===== config.mk =====
export PLATFORM = sky130hd
export DESIGN_NAME = sdi_scrambler_top
export DESIGN_NICKNAME = d
export VERILOG_FILES = /design/src/rtl/sdi_pkg.sv /design/src/rtl/sdi_trs_filter.sv /design/src/rtl/sdi_scram_core.sv /design/src/rtl/sdi_scrambler_top.sv
export SDC_FILE = /design/constraint.sdc
export NUM_CORES = 1
export LEC_CHECK = 0
export ABC_AREA = 1
export ABC_CLOCK_PERIOD_IN_PS = 2960
export BUFFER_PORTS_ARGS = -buffer_cell sky130_fd_sc_hd__buf_2
export CORE_MARGIN = 2
export CORE_UTILIZATION = 34
export CTS_BUF_LIST = sky130_fd_sc_hd__clkbuf_8
export DETAILED_ROUTE_END_ITERATION = 7
export SETUP_SLACK_MARGIN = 0.1
export SKIP_LAST_GASP = 1
export SYNTH_ARGS = -nofsm -noshare
export SYNTH_HDL_FRONTEND = slang
export SYNTH_HIERARCHICAL = 1
export SYNTH_SLANG_ARGS = --single-unit

===== constraint.sdc =====
create_clock -name clk_i -period 2.96 [get_ports clk_i]
set_input_delay 0.148 -clock clk_i [delete_from_list [all_inputs] [get_ports clk_i]]
set_output_delay 0.148 -clock clk_i [all_outputs]
set_load 0.005 [all_outputs]

===== src/rtl/sdi_pkg.sv =====
package sdi_pkg;
  localparam int WORD_W  = 10;
  localparam int SCR_LEN = 9;
  localparam int SCR_TAP = 4;
  localparam int RSV_N   = 4;

  typedef enum logic [1:0] {
    TRS_IDLE = 2'd0,
    TRS_ONE  = 2'd1,
    TRS_TWO  = 2'd2
  } trs_st_e;
endpackage


===== src/rtl/sdi_trs_filter.sv =====
module sdi_trs_filter
  import sdi_pkg::*;
#(
  parameter int W = WORD_W,
  parameter int N = RSV_N
) (
  input  logic         clk_i,
  input  logic         rst_ni,
  input  logic [W-1:0] data_i,
  input  logic         mode8_i,
  input  logic         filt_en_i,
  output logic [W-1:0] word_o,
  output logic         trs_o
);
  localparam logic [W-1:0] ALL1    = '1;
  localparam logic [W-1:0] ALL0    = '0;
  localparam logic [W-1:0] LO_SAFE = W'(N);
  localparam logic [W-1:0] HI_SAFE = ALL1 - W'(N);

  logic [W-1:0] norm;
  logic         is_hi, is_lo, in_pre;
  trs_st_e      st_q, st_d;

  always_comb begin
    norm = data_i;
    if (mode8_i) begin
      norm = {data_i[W-1:2], 2'b00};
      if (&data_i[W-1:2]) norm = ALL1;
    end
  end

  assign is_hi  = (norm == ALL1);
  assign is_lo  = (norm == ALL0);
  assign in_pre = is_hi || (is_lo && st_q != TRS_IDLE);
  assign trs_o  = is_lo && (st_q == TRS_TWO);

  always_comb begin
    if (is_hi)                         st_d = TRS_ONE;
    else if (is_lo && st_q == TRS_ONE) st_d = TRS_TWO;
    else                               st_d = TRS_IDLE;
  end

  always_ff @(posedge clk_i or negedge rst_ni) begin
    if (!rst_ni) st_q <= TRS_IDLE;
    else         st_q <= st_d;
  end

  always_comb begin
    word_o = norm;
    if (filt_en_i && !in_pre) begin
      if (norm < LO_SAFE)      word_o = LO_SAFE;
      else if (norm > HI_SAFE) word_o = HI_SAFE;
    end
  end


  filt_hi_chk: assert property (@(posedge clk_i) disable iff (!rst_ni)
    filt_en_i |-> !(word_o > HI_SAFE && word_o != ALL1));

  filt_lo_chk: assert property (@(posedge clk_i) disable iff (!rst_ni)
    (filt_en_i && word_o < LO_SAFE) |-> (word_o == ALL0 && st_q != TRS_IDLE));
endmodule


===== src/rtl/sdi_scram_core.sv =====
module sdi_scram_core
  import sdi_pkg::*;
#(
  parameter int W   = WORD_W,
  parameter int LEN = SCR_LEN,
  parameter int TAP = SCR_TAP
) (
  input  logic         clk_i,
  input  logic         rst_ni,
  input  logic         adv_i,
  input  logic [W-1:0] word_i,
  output logic [W-1:0] enc_o
);
  logic [LEN-1:0] scr_q, scr_d;
  logic           nrzi_q, nrzi_d;

  // sr[k] holds the scrambled bit k+1 positions back
  always_comb begin
    logic [LEN-1:0] sr;
    logic           nz, s;
    sr = scr_q;
    nz = nrzi_q;
    for (int i = 0; i < W; i++) begin
      s        = word_i[i] ^ sr[TAP-1] ^ sr[LEN-1];
      sr       = {sr[LEN-2:0], s};
      nz       = nz ^ s;
      enc_o[i] = nz;
    end
    scr_d  = sr;
    nrzi_d = nz;
  end

  always_ff @(posedge clk_i or negedge rst_ni) begin
    if (!rst_ni) begin
      scr_q  <= '0;
      nrzi_q <= 1'b0;
    end else if (adv_i) begin
      scr_q  <= scr_d;
      nrzi_q <= nrzi_d;
    end
  end


  hold_chk: assert property (@(posedge clk_i) disable iff (!rst_ni)
    !adv_i |=> ($stable(scr_q) && $stable(nrzi_q)));
endmodule


===== src/rtl/sdi_scrambler_top.sv =====
module sdi_scrambler_top
  import sdi_pkg::*;
#(
  parameter int W = WORD_W
) (
  input  logic         clk_i,
  input  logic         rst_ni,
  input  logic [W-1:0] data_i,
  input  logic         bypass_i,
  input  logic         filt_en_i,
  input  logic         mode8_i,
  output logic [W-1:0] data_o,
  output logic         trs_det_o,
  output logic         valid_o
);
  logic [W-1:0] word, enc;
  logic         trs;

  sdi_trs_filter #(.W(W)) i_filter (
    .clk_i     (clk_i),
    .rst_ni    (rst_ni),
    .data_i    (data_i),
    .mode8_i   (mode8_i),
    .filt_en_i (filt_en_i),
    .word_o    (word),
    .trs_o     (trs)
  );

  sdi_scram_core #(.W(W)) i_core (
    .clk_i  (clk_i),
    .rst_ni (rst_ni),
    .adv_i  (!bypass_i),
    .word_i (word),
    .enc_o  (enc)
  );

  always_ff @(posedge clk_i or negedge rst_ni) begin
    if (!rst_ni) begin
      data_o    <= '0;
      trs_det_o <= 1'b0;
      valid_o   <= 1'b0;
    end else begin
      data_o    <= bypass_i ? data_i : enc;
      trs_det_o <= trs;
      valid_o   <= 1'b1;
    end
  end


  bypass_pass_chk: assert property (@(posedge clk_i) disable iff (!rst_ni)
    bypass_i |=> (data_o == $past(data_i)));

  valid_hold_chk: assert property (@(posedge clk_i) disable iff (!rst_ni)
    valid_o |=> valid_o);

  trs_pulse_chk: assert property (@(posedge clk_i) disable iff (!rst_ni)
    trs_det_o |=> !trs_det_o);
endmodule


==> key figures <==
Timing
  • Fin Clk Skew: 0.00709 ns
  • FMAX: ~380 MHz
  • Hold Vio Cnt, Final: 0
  • RSZ-0062 raised after global routing: false
  • Measured slew at the worst slew-check pin: approximately 0.55 ns
  • Worst setup margin: 0.311 ns
  • Setup TNS Final: 0 ns
  • Final Setup Violations: 0
  • Worst Hold Slack: 0.108 ns
  • Rel. slew slack: 0.631
  • Min cycle time layout: 2.65 ns
  • Slew Limit Fails: 0
  • Tcrit/Tclk final: 0.895

Logic synthesis
  • Distinct cells, synth: 30
  • Complex-gate fraction of the synthesized area: 0.0386
  • Mean post-synth cell area: 7.67 sq um
  • Synthesized-area fraction occupied by adder cells: 0
  • Seq/Total Area, Yosys: 0.350
  • Largest family of logic cells by synthesized area: simple AND/OR/NAND/NOR gates
  • Multiplexer share of the synthesized area: 0
  • Syn nets: 239
  • Post-Synth Simple-Gate Area: 0.425
  • Synth Instances: 224
  • Cell Area, Synth: around 1700 sq um
  • Warnings from Yosys: 6
  • Flops & latches, synth: 24
  • Post-Synth XOR/XNOR Area: 0.103

Run
  • Maxcap violations: 0

Route
  • Final ANT Viol Nets: 0
  • Pre-antenna DRT Iters: 4
  • Vias per inst: 4.63
  • Vias: approximately 1,500
  • DR iter-0 viols: a little under 80
  • DRT Wirelength: 3.99 mm
  • Remaining DRCs: 0
  • WL/cell: ~12 microns

Critical path
  • Worst path max stage delay: 0.22 ns
  • Crit Path Max Fanout: 4
  • Crit path kind: in -> reg
  • CP most frequent cell: nand2_2
  • Critical Path End Type: flip-flop
  • Slowest cell on crit path: nor2_2
  • WP data arrival: around 2.8 ns
  • Crit path launch type: primary input
  • Critical path data required time: 3.13 ns

Die
  • Initial core utilization: 0.359
  • Die area: 5640 sq um
  • Io pins: 27
  • Row Count: 25
  • Core ar.: 4790 sq um
  • Die H: 75.1 microns
  • Die X: roughly 75 microns

GRT
  • Initial antenna violation count: 0
  • Pin count of the biggest net entering global routing: 25
  • Grt ovf: 0
  • Vias in the first global route: roughly 1,300
  • Global-route total usage across every layer: 0.142
  • First-pass GRT wire length: 6.18 mm

Clock network
  • Root buffer cell: clkbuf_8
  • CTS Buf Count: 3
  • Longest Clk Path Bufs: 2
  • CTS tree: built
  • Later-pin clock latency in the skew report: 0.27 ns
  • Worst-path clk slew: 0.09 ns
  • H-tree depth: 1
  • Sink Count: 24

Finish
  • Layout cell share with drive strength beyond 1: 0.417
  • Diodes inserted: 0
  • Area growth, synth to finish: 27.7%
  • Fin nets: 268

Placed design
  • Number of port buffers: 26
  • Hpwl dp: between 2 and 3 mm
  • Pre-CTS setup slack: 0.0243 ns
  • Routability Congestion: 0.827

Outcome
  • Run status: completed

Min path
  • Worst hold path class: in -> reg
-- cell usage after synthesis (all sizes together) --
library cell / n / area [sq um]
xor2: 10 / 110
nor2: 9 / 43.8
nand3: 30 / 223
o21bai: 1 / 7.51
dfrtp: 24 / 601
o21ai: 10 / 50.0
nand4: 1 / 6.26
buf: 3 / 26.3
xnor2: 6 / 67.6
nand2: 92 / 413
or2: 1 / 6.26
o2111ai: 1 / 8.76
nor3: 1 / 5.00
clkinv: 1 / 3.75
nand3b: 4 / 33.8
clkbuf: 8 / 30.0
inv: 21 / 78.8
conb: 1 / 3.75
-- through the flow --
step / area, sq um / instances / utilization
4_1_cts: 1980 / 316 / 0.413
2_1_floorplan: 1720 / 224 / -
6_report: 2190 / 319 / 0.459
3_5_place_dp: 1910 / 311 / 0.400
5_1_grt: 2190 / 319 / 0.459
3_3_place_gp: 1910 / 311 / 0.400
-- worst max-delay path, delay by kind of cell --
family        cells  cell delay [ns]
simple gates     27             2.42
buf+inv           2             0.20
-- logic make-up after synthesis --
| group | count (synthesis) |
|---|---|
| simple gates | 138 |
| buf+inv | 33 |
| flops | 24 |
| xor+xnor | 16 |
| compound gates | 12 |
| other cells | 1 |
-- final cells by class --
class / instances / area (sq um)
Fill cell: 476 / 2590
Clock buffer: 4 / 55.1
Tap cell: 67 / 83.8
Inverter: 22 / 82.6
Timing Repair Buffer: 35 / 218
Sequential cell: 24 / 601
Multi-Input combinational cell: 167 / 1150
-- repair_timing --
action,CTS,global route
hold endpoints to repair,24,0
endpoints found under the setup margin,0,3
hold buffers,1,0
gates resized for setup,0,44
setup buffers,0,3
-- registers in the layout, indices dropped and copies added, names as in the netlist --
name           cells
valid_o            1
i_filter/st_q      2
i_core/scr_q       9
i_core/nrzi_q      1
data_o            10
trs_det_o          1
-- worst paths after layout --
kind	start	slack [ns]	depth (start not counted)	endpoint
setup / recovery	data_i[3]	0.31	29	data_o[9]
hold / removal	data_i[1]	0.11	3	data_o[1]
setup reg to reg	i_filter/st_q[0]	0.31	28	data_o[9]
hold reg to reg	i_filter/st_q[0]	0.47	1	trs_det_o
max in group asynchronous	rst_ni	2.21	2	i_core/scr_q[2]
min in group asynchronous	rst_ni	0.39	2	data_o[5]
-- metal layers --
layer  GRT usage  routed length [microns]  vias up
li1            -                        -      744
met1       0.194                     1870      701
met2       0.238                     1950       30
met3      0.0268                      154        2
met4      0.0238                       15        0
met5           0                        0        -
-- placed cells by master (no fill, tap or decap), types with 2 or more instances in the layout --
| cell | Yosys | final |
|---|---|---|
| buf_2 | 0 | 19 |
| nand3b_1 | 3 | 3 |
| nand3_1 | 17 | 10 |
| inv_1 | 17 | 16 |
| clkbuf_4 | 0 | 2 |
| clkbuf_8 | 0 | 4 |
| nor2_1 | 7 | 2 |
| nor2_4 | 1 | 2 |
| dfrtp_1 | 24 | 24 |
| xor2_2 | 3 | 3 |
| xnor2_2 | 2 | 2 |
| xnor2_1 | 4 | 4 |
| nand2_4 | 3 | 7 |
| nand3_4 | 1 | 9 |
| nand3_2 | 12 | 11 |
| o21ai_0 | 9 | 9 |
| inv_2 | 4 | 5 |
| xor2_1 | 7 | 7 |
| nor2_2 | 1 | 5 |
| nand2_1 | 71 | 64 |
| buf_4 | 2 | 13 |
| nand2_2 | 18 | 21 |
Power is left out: the tool's default activity adds up to more than one toggle a clock period on the data nets, which glitch-free logic cannot reach.
